File: src/rtl/smb_pkg.sv
`timescale 1ns/1ps
package smb_pkg;
  localparam int unsigned BYTE_W  = 8;
  localparam int unsigned OFF_W   = BYTE_W - 1;
  localparam int unsigned STRAP_W = 5;
  localparam int unsigned OE_W    = 3;
  localparam int unsigned CNT_W   = $clog2(BYTE_W + 1);

  typedef enum logic [3:0] {
    ST_IDLE, ST_ADDR, ST_ACK_ADDR, ST_CMD, ST_ACK_CMD,
    ST_DATA, ST_ACK_DATA, ST_TX, ST_ACK_RX, ST_IGNORE
  } smb_state_e;
endpackage

File: src/rtl/smb_line_sync.sv
`timescale 1ns/1ps
module smb_line_sync #(
  parameter int unsigned STAGES = 2
) (
  input  logic clk_i,
  input  logic rst_ni,
  input  logic d_i,
  output logic q_o,
  output logic rise_o,
  output logic fall_o
);
  logic [STAGES:0] pipe_q;

  always_ff @(posedge clk_i or negedge rst_ni) begin
    if (!rst_ni) pipe_q <= '1;  // idle bus is high
    else         pipe_q <= {pipe_q[STAGES-1:0], d_i};
  end

  assign q_o    = pipe_q[STAGES-1];
  assign rise_o = pipe_q[STAGES-1] & ~pipe_q[STAGES];
  assign fall_o = ~pipe_q[STAGES-1] & pipe_q[STAGES];
endmodule

File: src/rtl/smb_bus_fsm.sv
`timescale 1ns/1ps
module smb_bus_fsm
  import smb_pkg::*;
#(
  parameter logic [6:0] TGT_ADDR = 7'h69
) (
  input  logic              clk_i,
  input  logic              rst_ni,
  input  logic              scl_q_i,
  input  logic              scl_rise_i,
  input  logic              scl_fall_i,
  input  logic              sda_q_i,
  input  logic              sda_rise_i,
  input  logic              sda_fall_i,
  input  logic [BYTE_W-1:0] rd_data_i,
  output logic              sda_oe_o,
  output logic              wr_en_o,
  output logic [BYTE_W-1:0] wr_data_o,
  output logic [BYTE_W-1:0] cmd_o,
  output smb_state_e        state_o
);
  smb_state_e        state_q;
  logic [CNT_W-1:0]  cnt_q;
  logic [BYTE_W-1:0] sh_q, tx_q, cmd_q;
  logic              rw_q, host_ack_q, oe_q, wr_q;

  wire start_det = scl_q_i & sda_fall_i;
  wire stop_det  = scl_q_i & sda_rise_i;

  always_ff @(posedge clk_i or negedge rst_ni) begin
    if (!rst_ni) begin
      state_q <= ST_IDLE; cnt_q <= '0; sh_q <= '0; tx_q <= '0; cmd_q <= '0;
      rw_q <= 1'b0; host_ack_q <= 1'b0; oe_q <= 1'b0; wr_q <= 1'b0;
    end else begin
      wr_q <= 1'b0;
      if (start_det) begin
        state_q <= ST_ADDR; cnt_q <= '0; oe_q <= 1'b0;
      end else if (stop_det) begin
        state_q <= ST_IDLE; oe_q <= 1'b0;
      end else begin
        unique case (state_q)
          ST_ADDR, ST_CMD, ST_DATA: begin
            if (scl_rise_i && cnt_q != CNT_W'(BYTE_W)) begin
              sh_q  <= {sh_q[BYTE_W-2:0], sda_q_i};
              cnt_q <= cnt_q + 1'b1;
            end else if (scl_fall_i && cnt_q == CNT_W'(BYTE_W)) begin
              cnt_q <= '0;
              if (state_q == ST_ADDR) begin
                if (sh_q[BYTE_W-1:1] == TGT_ADDR) begin
                  oe_q <= 1'b1; rw_q <= sh_q[0]; state_q <= ST_ACK_ADDR;
                end else begin
                  state_q <= ST_IGNORE;
                end
              end else if (state_q == ST_CMD) begin
                oe_q <= 1'b1; cmd_q <= sh_q; state_q <= ST_ACK_CMD;
              end else begin
                oe_q <= 1'b1; wr_q <= cmd_q[BYTE_W-1]; state_q <= ST_ACK_DATA;
              end
            end
          end
          ST_ACK_ADDR: if (scl_fall_i) begin
            if (rw_q) begin
              tx_q <= rd_data_i; oe_q <= ~rd_data_i[BYTE_W-1]; state_q <= ST_TX;
            end else begin
              oe_q <= 1'b0; state_q <= ST_CMD;
            end
          end
          ST_ACK_CMD: if (scl_fall_i) begin
            oe_q <= 1'b0; state_q <= ST_DATA;
          end
          ST_ACK_DATA: if (scl_fall_i) begin
            oe_q <= 1'b0; state_q <= ST_IGNORE;
          end
          ST_TX: if (scl_fall_i) begin
            if (cnt_q == CNT_W'(BYTE_W - 1)) begin
              oe_q <= 1'b0; cnt_q <= '0; state_q <= ST_ACK_RX;
            end else begin
              oe_q  <= ~tx_q[BYTE_W-2];
              tx_q  <= {tx_q[BYTE_W-2:0], 1'b0};
              cnt_q <= cnt_q + 1'b1;
            end
          end
          ST_ACK_RX: begin
            if (scl_rise_i) host_ack_q <= ~sda_q_i;
            else if (scl_fall_i) begin
              if (host_ack_q) begin
                tx_q <= rd_data_i; oe_q <= ~rd_data_i[BYTE_W-1]; state_q <= ST_TX;
              end else begin
                state_q <= ST_IGNORE;
              end
            end
          end
          default: ;
        endcase
      end
    end
  end

  assign sda_oe_o  = oe_q;
  assign wr_en_o   = wr_q;
  assign wr_data_o = sh_q;
  assign cmd_o     = cmd_q;
  assign state_o   = state_q;
endmodule

File: src/rtl/smb_reg_bank.sv
`timescale 1ns/1ps
module smb_reg_bank
  import smb_pkg::*;
(
  input  logic               clk_i,
  input  logic               rst_ni,
  input  logic [STRAP_W-1:0] strap_i,
  input  logic               wr_en_i,
  input  logic [OFF_W-1:0]   off_i,
  input  logic [BYTE_W-1:0]  wr_data_i,
  output logic [BYTE_W-1:0]  rd_data_o,
  output logic               drive_hi_o,
  output logic [OE_W-1:0]    out_en_o,
  output logic [STRAP_W-1:0] strap_val_o,
  output logic               strap_done_o
);
  localparam int unsigned DRV_BIT = 6;
  localparam int unsigned R1_FIX  = BYTE_W - 1 - OE_W;

  logic [STRAP_W-1:0] strap_q;
  logic               done_q, drv_q;
  logic [OE_W-1:0]    oe_q;

  always_ff @(posedge clk_i or negedge rst_ni) begin
    if (!rst_ni) begin
      strap_q <= '0; done_q <= 1'b0; drv_q <= 1'b1; oe_q <= '1;
    end else begin
      if (!done_q) begin
        strap_q <= strap_i; done_q <= 1'b1;
      end
      if (wr_en_i && off_i == OFF_W'(0)) drv_q <= wr_data_i[DRV_BIT];
      if (wr_en_i && off_i == OFF_W'(1)) oe_q  <= wr_data_i[OE_W-1:0];
    end
  end

  always_comb begin
    unique case (off_i)
      OFF_W'(0): rd_data_o = {1'b0, drv_q, 1'b0, strap_q};
      OFF_W'(1): rd_data_o = {1'b0, {R1_FIX{1'b1}}, oe_q};
      default:   rd_data_o = '0;
    endcase
  end

  assign drive_hi_o   = drv_q;
  assign out_en_o     = oe_q;
  assign strap_val_o  = strap_q;
  assign strap_done_o = done_q;
endmodule

File: src/rtl/smb_reg_target.sv
`timescale 1ns/1ps
module smb_reg_target
  import smb_pkg::*;
#(
  parameter logic [6:0]  TGT_ADDR    = 7'h69,
  parameter int unsigned SYNC_STAGES = 2
) (
  input  logic               clk_i,
  input  logic               rst_ni,
  input  logic               scl_i,
  input  logic               sda_i,
  output logic               sda_oe_o,
  input  logic [STRAP_W-1:0] strap_i,
  output logic               drive_hi_o,
  output logic [OE_W-1:0]    out_en_o
);
  logic [1:0] line_d, line_q, line_rise, line_fall;
  assign line_d = {sda_i, scl_i};

  for (genvar g = 0; g < 2; g++) begin : g_sync
    smb_line_sync #(.STAGES(SYNC_STAGES)) u_sync (
      .clk_i (clk_i), .rst_ni (rst_ni), .d_i (line_d[g]),
      .q_o (line_q[g]), .rise_o (line_rise[g]), .fall_o (line_fall[g])
    );
  end

  logic [BYTE_W-1:0]  bank_rd, rd_data, wr_data, cmd;
  logic               wr_en, strap_done;
  logic [STRAP_W-1:0] strap_val;
  smb_state_e         state;

  // command bit 7 clear gives no register access
  assign rd_data = cmd[BYTE_W-1] ? bank_rd : '0;

  smb_bus_fsm #(.TGT_ADDR(TGT_ADDR)) u_fsm (
    .clk_i (clk_i), .rst_ni (rst_ni),
    .scl_q_i (line_q[0]), .scl_rise_i (line_rise[0]), .scl_fall_i (line_fall[0]),
    .sda_q_i (line_q[1]), .sda_rise_i (line_rise[1]), .sda_fall_i (line_fall[1]),
    .rd_data_i (rd_data), .sda_oe_o (sda_oe_o), .wr_en_o (wr_en),
    .wr_data_o (wr_data), .cmd_o (cmd), .state_o (state)
  );

  smb_reg_bank u_bank (
    .clk_i (clk_i), .rst_ni (rst_ni), .strap_i (strap_i),
    .wr_en_i (wr_en), .off_i (cmd[OFF_W-1:0]), .wr_data_i (wr_data),
    .rd_data_o (bank_rd), .drive_hi_o (drive_hi_o), .out_en_o (out_en_o),
    .strap_val_o (strap_val), .strap_done_o (strap_done)
  );
endmodule

File: config.mk
export PLATFORM = sky130hd
export DESIGN_NAME = smb_reg_target
export DESIGN_NICKNAME = d
export VERILOG_FILES = /design/src/rtl/smb_pkg.sv /design/src/rtl/smb_line_sync.sv /design/src/rtl/smb_bus_fsm.sv /design/src/rtl/smb_reg_bank.sv /design/src/rtl/smb_reg_target.sv
export SDC_FILE = /design/constraint.sdc
export NUM_CORES = 1
export LEC_CHECK = 0
export CORE_UTILIZATION = 45
export CTS_BUF_LIST = sky130_fd_sc_hd__clkbuf_4 sky130_fd_sc_hd__clkbuf_8
export CTS_CLUSTER_DIAMETER = 120
export CTS_CLUSTER_SIZE = 16
export DETAILED_ROUTE_END_ITERATION = 6
export DONT_BUFFER_PORTS = 1
export GPL_TIMING_DRIVEN = 0
export PLACE_DENSITY_LB_ADDON = 0.05
export SLEW_MARGIN = 30
export SYNTH_ARGS = -nofsm -noshare
export SYNTH_HDL_FRONTEND = slang
export SYNTH_SLANG_ARGS = --single-unit
File: constraint.sdc
create_clock -name clk_i -period 3.9 [get_ports clk_i]
set_input_delay 0.39 -clock clk_i [delete_from_list [all_inputs] [get_ports clk_i]]
set_output_delay 0.39 -clock clk_i [all_outputs]
set_load 0.03 [all_outputs]
* Word-level counts from Yosys, hierarchy flattened
Cells that the tools add are included.
** Word-level totals
- Logic and storage cells :: 142
- Output and inout bits :: 5
- Bits of input ports :: 9
- Register bits after elaboration :: 51
- RAM bits :: 0
- Latch bits :: 0
- Memories :: 0
- ROM bits :: 0
** Cells by class
- Multiplexer cells :: 56
- $lt $le $gt $ge :: 0
- Bitwise gates (word level) :: 16
- Reduce and logical (&&, ||, !) cells :: 19
- Add/subtract/negate cells :: 1
- Divide/modulo/power cells :: 0
- Shifts and indexed selects :: 0
- Multipliers :: 0
- Equality and inequality tests :: 35
** Operators with widths (number)
- 4-bit two-way mux :: 20
- 7-bit two-way mux :: 8
- 4-bit by 1-bit inequality test with 1-bit output (second input constant) :: 10
- 10-bit AND reduction :: 3
- 4-bit one-hot mux with 6 select lines :: 1
- 1-bit two-way mux :: 21
- 7-bit one-hot mux with 3 select lines :: 1
- 4-bit by 3-bit == test with 1-bit output (second input constant) :: 5
- 7-bit one-hot mux with 2 select lines :: 1
- 7-bit AND reduction :: 2
- 2-bit by 1-bit inequality test with 1-bit output (second input constant) :: 6
- 4-bit AND reduction :: 3
- 1-bit NOT :: 9
- 4-bit by 2-bit == test with 1-bit output (second input constant) :: 2
- 4-bit == test (second input constant) :: 2
- 4-bit inequality test (second input constant) :: 2
- 4-bit one-hot mux with 2 select lines :: 1
- 8-bit nonzero test :: 1
- 7-bit by 1-bit == test with 1-bit output (second input constant) :: 1
- 7-bit == test (second input constant) :: 1
- 7-bit logical NOT :: 1
- 7-bit nonzero test :: 1
- 1-bit AND :: 6
- 3-bit nonzero test :: 2
- 13 further kinds :: 17

* Logic depth before layout (Yosys ltp)
Gate-level depths: netlist of run 1.
- Depth in word-level cells :: 8
- Depth in mapped cells :: 7
- Depth with buffers taken out :: 7

* Cells and area by module
Synthesis of run 1 repeated with hierarchy kept, for this count alone.
** Second synthesis, totals
- Cells, all modules :: 244
- Area total of the unflattened synthesis :: 2757.6 um2
** Modules (own cells, without submodules)
- smb_bus_fsm :: cells an instance 184, area an instance 2024.4 um2, instances 1, sequential area each 875.8 um2
- smb_reg_bank :: cells an instance 42, area an instance 495.5 um2, instances 1, sequential area each 255.2 um2
- smb_line_sync :: cells an instance 5, area an instance 93.8 um2, instances 2, sequential area each 78.8 um2
- smb_reg_target :: cells an instance 8, area an instance 50.0 um2, instances 1, sequential area each 0.0 um2

* Worst setup path before layout of run 1
Ideal clock, no wire load.
- Path kind :: reg-to-reg
- From :: register u_fsm.cnt_q[0]
- To :: register u_fsm.cnt_q[3]
- Setup time :: 69 ps
- Slack :: 2034 ps
- Cell stages (with the launch flop) :: 8
- Arrival :: 1798 ps
- Clock period less this slack :: 1866 ps
- Buffers on the path :: 0
- Data required time :: 3831 ps
- Path through :: dfrtp_1 inv_1 ha_1 nand3b_4 nand3b_4 o311a_4 or4b_1 nand3_1
** On the way
- Cells in the longest elaborated chain, start to end :: 6
- Elaborated cells between the ends (all ways) :: 14
- Classes of those cells :: 1 x add/sub; 4 x eq/ne; 6 x mux; 3 x reduce/logical
** RTL lines
- from (decl) :: RTL line smb_bus_fsm.sv:23 : logic [CNT_W-1:0] cnt_q;
- from (signal assigned) :: RTL line smb_bus_fsm.sv:45 : cnt_q <= cnt_q + 1'b1;
- from (signal assigned) :: RTL line smb_bus_fsm.sv:80 : cnt_q <= cnt_q + 1'b1;
- 4-bit by 1-bit adder with 4-bit output (tied with other cells) :: RTL line smb_bus_fsm.sv:45, smb_bus_fsm.sv:80
- 4-bit two-way mux or 1-bit logical AND (tied branches) :: RTL line smb_bus_fsm.sv:75, smb_bus_fsm.sv:43
- 4-bit two-way mux (on tied branches) :: RTL line smb_bus_fsm.sv:74, smb_bus_fsm.sv:43
- 4-bit one-hot mux with 2 select lines :: RTL line smb_bus_fsm.sv:41 : unique case (state_q)
- 4-bit two-way mux :: RTL line smb_bus_fsm.sv:38 : end else if (stop_det) begin
- 4-bit two-way mux :: RTL line smb_bus_fsm.sv:36 : if (start_det) begin
Several ways; a longest one is shown, not always the timed one. The select of a mux whose other input is x is not followed.
A chain may end at the register's enable or synchronous reset.

* Worst setup path after layout of run 1
- From :: register u_fsm.cnt_q[0]
- To :: register u_fsm.sh_q[6], in the netlist u_fsm.wr_data_o[6]
** On the way
- Cells in the longest elaborated chain, start to end :: 3
** RTL lines
- 4-bit inequality test :: RTL line smb_bus_fsm.sv:43 : if (scl_rise_i && cnt_q != CNT_W'(BYTE_W)) begin
- 1-bit logical AND :: RTL line smb_bus_fsm.sv:43
- 4-bit AND reduction (no line)
- to (signal assigned) :: RTL line smb_bus_fsm.sv:44 : sh_q <= {sh_q[BYTE_W-2:0], sda_q_i};
- to (decl) :: RTL line smb_bus_fsm.sv:24 : logic [BYTE_W-1:0] sh_q, tx_q, cmd_q;
Every way passes these cells.

==> flow_summary.json, run 1 <==
{
  "status": "complete, no violations",
  "power.total_w": 0.00103,
  "p_per_area_mw_per_mm2": 367,
  "slew_viol_final": 0,
  "io_buffers": 0,
  "root_buffer": "clkbuf_8",
  "die_area_mm2": 0.00603,
  "final_cells": 312,
  "avgSynthCellArea_um2": 11.2,
  "timing.setup.tns_ns": 0,
  "start_util_pct": 46.8,
  "post_cts_buffers": 0,
  "dp_cells": 302,
  "firstDrtPassIters": 4,
  "grt_max_degree": 52,
  "synth_area_mm2": 0.00258,
  "fill_cells": 507,
  "hold_path.class": "in -> reg",
  "cp.arrival_ns": 2.33,
  "hold_viol": 0,
  "diodes": 0,
  "ys_ff_latch": 51,
  "synth_top_area_cell": "dfrtp_1",
  "synthCells": 230,
  "rsz0062_at_grt": "false",
  "cp-start-kind": "register",
  "syn-num-nets": 241,
  "power_leakage_nw": 1.19,
  "post-route-util_pct": 50.8,
  "grt_pass1_vias": 1832,
  "skew_ns": 0.00778,
  "criticalPathCategory": "reg -> reg",
  "drc": 0,
  "synth_ff_type": "dfrtp_1",
  "vias_per_cell": 5.92,
  "die_h_um": 77.7,
  "drt_iter0_drc": 199,
  "grt_antenna_before_repair": 0,
  "grt.overflow.total": 0,
  "ys_top_cells_by_count": "dfrtp_1, mux2_2, nand2_1, o21ai_0, nor2_1",
  "ir_worst_vdd_v": 0.000248,
  "ys_warn_count": 0,
  "cts.repair.resized": 0,
  "yosys-top-cells-area": "dfrtp_1, mux2_2, dfstp_2, nand2_1, o21ai_0",
  "worst_ep_required_time_ns": 4.09,
  "core_mm2": 0.00551,
  "rows": 27,
  "maxCapViolations": 0,
  "drive_above_1_share_pct": 26.7,
  "final_nets": 250,
  "cp-end-kind": "register",
  "synth_edf_count": 0,
  "period_share_pct": 54.9,
  "place_hpwl_mm": 3.67,
  "finalSetupViolCount": 0,
  "wirelength_mm": 5.13,
  "numCtsBuffers": 5,
  "dieWidth_um": 77.7,
  "clock_sinks": 51,
  "yosys.cell_count.top_type": "dfrtp_1",
  "holdBufCountCts": 2,
  "period_needed_ns": 2.14,
  "clk_pin_slew_ns": 0.10,
  "seqCellArea_mm2": 0.00129,
  "worst_pin_slew_ns": 0.755,
  "clock.fmax_ghz": 0.467,
  "synth_seq_area_share_pct": 50.0,
  "max_slew_margin_pct": 49.4,
  "dr_total_vias": 1848,
  "netlist.area_leader.share_pct": 39.8,
  "ys_types": 53,
  "track_usage_pct": 18.9,
  "r2r_slack_ns": 1.76,
  "multi_input_area_mm2": 0.00123,
  "grt_pass1_wl_mm": 8.88,
  "cts_tree": "done",
  "io_pins": 14,
  "whs_ns": 0.0789,
  "critPathMaxFanout": 8,
  "synthToLayoutAreaGrowth_pct": 8.55,
  "gp_congestion": 0.884,
  "clk_path_buf_depth": 2,
  "async_reset_ff_share_pct": 100,
  "clock_latency_ns": 0.30,
  "htree_levels": 2,
  "wire_per_inst_um": 16.4,
  "ant_nets": 0
}
==> layer usage <==
metal  track usage (%)  up-vias  wire length, µm
li1                  -      847                -
met1              24.3      942             2270
met2              31.3       52             2550
met3              4.12        7              237
met4              6.42        0               68
met5                 0        -                0
==> worst max-delay path, cell delays in order, from the launching register on <==
cell and delay, ns:
dfrtp_1 0.40, inv_1 0.07, ha_1 0.23, nand3b_4 0.16
nand3b_4 0.10, nor3_2 0.65, mux2_2 0.41
==> layout by cell type (no fill, tap or decap), types with 3 or more instances in the layout <==
cell / count
nor2b_1: 3
nand2_1: 22
nor2_1: 13
mux2_2: 29
nor3_1: 8
nand3_1: 11
dfrtp_1: 41
a21oi_1: 9
o21ai_0: 14
and2b_1: 3
inv_1: 6
mux2i_1: 5
clkbuf_8: 5
nand2b_1: 4
dfstp_2: 10
clkbuf_1: 4
==> cells by family (layout without fill, tap and decap cells) <==
| group | Yosys count | count (layout) | synth area share [%] |
|---|---|---|---|
| AO/OA/AOI/OAI | 42 | 42 | 11.7 |
| XOR/XNOR | 1 | 1 | 0.340 |
| adder cells (fa/ha/maj) | 2 | 2 | 0.971 |
| buffers and inverters | 14 | 24 | 2.28 |
| flip-flops | 51 | 51 | 50.0 |
| multiplexers | 36 | 36 | 15.5 |
| other | 1 | 1 | 0.146 |
| AND/OR/NAND/NOR | 83 | 83 | 19.0 |
==> cell type report <==
class	count	share of cell area, %
timing repair buffer	2	1.34
clock buffer	6	2.73
inverter	7	0.940
buffer	7	1.16
sequential	51	46.1
multi-input combinational	165	43.9
clock inverter	2	0.582
tap	72	3.22
==> state kept, by name (all words and copies together) (netlist names) <==
| name | count |
|---|---|
| g_sync.u_sync.pipe_q | 6 |
| u_fsm.cnt_q | 4 |
| u_fsm.sda_oe_o | 1 |
| u_bank.drive_hi_o | 1 |
| u_bank.out_en_o | 3 |
| u_fsm.state_o | 4 |
| u_bank.strap_val_o | 5 |
| u_fsm.tx_q | 7 |
| u_fsm.rw_q | 1 |
| u_fsm.wr_en_o | 1 |
| u_bank.strap_done_o | 1 |
| u_fsm.cmd_o | 8 |
| u_fsm.wr_data_o | 8 |
| u_fsm.host_ack_q | 1 |
==> report_power, final <==
group	total (W)	leakage (nW)	switching, W	internal [W]
sequential	0.000594	0.659	0.0000354	0.000559
combinational	0.000120	0.490	0.0000676	0.0000525
clock	0.000313	0.0452	0.000176	0.000136
total	0.00103	1.19	0.000279	0.000748
==> stage by stage <==
step                      cell area [µm²]  worst slack [ns]
after floorplan                      2580              2.03
after global placement               2670              1.83
after detailed placement             2670              1.78
after CTS                            2800              1.77
after global routing                 2800              1.67
final                                2800              1.76
==> final timing paths <==
path	start	depth (start not counted)	end
max reg2reg	u_fsm.cnt_q[0]$_DFFE_PN0P_	6	u_fsm.wr_data_o[6]$_DFFE_PN0P_
max in group asynchronous	rst_ni	2	g_sync[1].u_sync.pipe_q[0]$_DFF_PN1_
min in group asynchronous	rst_ni	2	u_fsm.cnt_q[3]$_DFFE_PN0P_
max	u_fsm.cnt_q[0]$_DFFE_PN0P_	6	u_fsm.wr_data_o[6]$_DFFE_PN0P_
min	scl_i	0	g_sync[0].u_sync.pipe_q[0]$_DFF_PN1_
min reg2reg	g_sync[1].u_sync.pipe_q[0]$_DFF_PN1_	0	g_sync[1].u_sync.pipe_q[1]$_DFF_PN1_
Note: power is estimated with default switching activity, not from simulation.
==> inputs of run 2 (changes only) <==
clock period = 2.23 ns   (was 3.9 ns; I/O delays follow)
==> run 2 against run 1 <==
  * Utilization up 0.36 points
  * Non-clock buffer count up 2
  * Highest routed layer unchanged
  * Count of clock-buffer cells in the layout unchanged
  * Combinational power up 77%
  * Register-to-register slack worse by 1.6 ns
  * Flip-flop and latch count unchanged
==> flow_summary.json, run 2 (synthesis gave the netlist of run 1 again) <==
{
  "status": "complete, no violations",
  "hold_viol": 0,
  "criticalPathCategory": "reg -> reg",
  "drc": 0,
  "timing.setup.tns_ns": 0,
  "grt.overflow.total": 0,
  "place_area_mm2": 0.00267,
  "wirelength_mm": 5.12,
  "worst_pin_slew_ns": 0.714,
  "place_hpwl_mm": 3.67,
  "period_needed_ns": 2.12,
  "post_cts_buffers": 0,
  "p_per_area_mw_per_mm2": 639,
  "start_util_pct": 46.8,
  "die_area_mm2": 0.00603,
  "wl_met3_um": 267,
  "root_buffer": "clkbuf_8",
  "clk_pin_slew_ns": 0.09,
  "die_h_um": 77.7,
  "numCtsBuffers": 5,
  "critPathMaxFanout": 10,
  "drive_above_1_share_pct": 26.4,
  "stdcell_area_mm2": 0.00282,
  "cts_tree": "done",
  "grt_pass1_vias": 1838,
  "dr_total_vias": 1810,
  "clock_sinks": 51,
  "wire_per_inst_um": 16.3,
  "grt_max_degree": 52,
  "final_cell_mix": "dfrtp_1, mux2_2, nand2_1",
  "top_layer": "met4",
  "core_mm2": 0.00551,
  "firstDrtPassIters": 4,
  "track_usage_pct": 18.9,
  "max_slew_margin_pct": 52.2,
  "wl_met1_mm": 2.24,
  "vias_per_cell": 5.76,
  "wl_met2_mm": 2.56,
  "cp-end-kind": "register",
  "dieWidth_um": 77.7,
  "cts.repair.resized": 0,
  "hold_path.class": "in -> reg",
  "dp_cells": 302,
  "io_pins": 14,
  "pre_cts_slack_ns": 0.112,
  "gp_congestion": 0.884,
  "power_leakage_nw": 1.20,
  "clock_latency_ns": 0.30,
  "final_nets": 252,
  "maxCapViolations": 0,
  "grt_pass1_wl_mm": 8.91,
  "skew_ns": 0.00736,
  "rows": 27,
  "finalSetupViolCount": 0,
  "rsz0062_at_grt": "false",
  "slew_viol_final": 0,
  "cp-start-kind": "register",
  "ir_worst_vdd_v": 0.000434,
  "final_common_cell": "dfrtp_1",
  "clock.fmax_ghz": 0.472,
  "setup_ws_ns": 0.111,
  "grt_antenna_before_repair": 0,
  "clk_path_buf_depth": 2,
  "io_buffers": 0,
  "htree_levels": 2,
  "synthToLayoutAreaGrowth_pct": 9.32,
  "diodes": 0,
  "drt_iter0_drc": 131,
  "worst_ep_required_time_ns": 2.42,
  "final_cells": 314,
  "ant_nets": 0,
  "period_share_pct": 95.0,
  "cp.arrival_ns": 2.31
}
[run 2: changes by cell type in the layout (fill, tap and decap cells not counted)]
cell and delta:
dlygate4sd3_1 +2
[run 2: final cells by class]
class                      instances  area [µm²]
fill                             507        2690
sequential                        51        1290
multi-input combinational        165        1230
tap                               72        90.1
clock buffer                       6        76.3
timing repair buffer               4        57.6
buffer                             7        32.5
inverter                           7        26.3
clock inverter                     2        16.3
[run 2: metrics by stage]
| stage | hold slack (ns) | utilization [%] | power [W] |
|---|---|---|---|
| 6_report | 0.0663 | 51.1 | 0.00180 |
| 5_1_grt | 0.0484 | 51.1 | 0.00190 |
| 4_1_cts | 0.0508 | 51.1 | 0.00184 |
| 3_5_place_dp | -0.0713 | 48.4 | 0.00124 |
| 3_3_place_gp | -0.0711 | 48.4 | 0.00123 |
| 2_1_floorplan | -0.0726 | - | 0.00119 |
[run 2: worst paths after layout]
kind                                                        endpoint  slack [ns]                                  from  depth (start not counted)
worst min register to register  g_sync[1].u_sync.pipe_q[1]$_DFF_PN1_        0.36  g_sync[1].u_sync.pipe_q[0]$_DFF_PN1_                          0
worst max-delay path                       u_fsm.tx_q[0]$_DFFE_PN0P_        0.11          u_fsm.state_o[3]$_DFFE_PN0P_                          5
min in group asynchronous                 u_fsm.cnt_q[3]$_DFFE_PN0P_        0.43                                rst_ni                          2
max in group asynchronous       g_sync[1].u_sync.pipe_q[0]$_DFF_PN1_        1.50                                rst_ni                          2
worst min-delay path               u_bank.strap_val_o[4]$_DFFE_PN0N_        0.07                            strap_i[4]                          1
worst max register to register             u_fsm.tx_q[0]$_DFFE_PN0P_        0.11          u_fsm.state_o[3]$_DFFE_PN0P_                          5
[run 2: routing by layer]
layer	track usage, %	up-vias
li1	-	848
met1	24.5	919
met2	31.3	39
met3	4.12	4
met4	6.42	0
met5	0	-
[run 2: repair_timing]
| action | CTS | global route |
|---|---|---|
| hold buffers | 4 | 0 |
| endpoints found under the setup margin | 0 | 0 |
| hold endpoints to repair | 53 | 0 |
[run 2: critical path, stage by stage (launching register included)]
cell	delay (ns)
dfrtp_1	0.42
buf_2	0.19
and4b_1	0.29
nand2_1	0.14
a2111oi_4	0.57
mux2_2	0.40
[run 2: where the power goes]
group	switching, W	total, W	internal, W
combinational	0.000118	0.000212	0.0000941
sequential	0.0000615	0.00104	0.000977
clock	0.000311	0.000549	0.000238
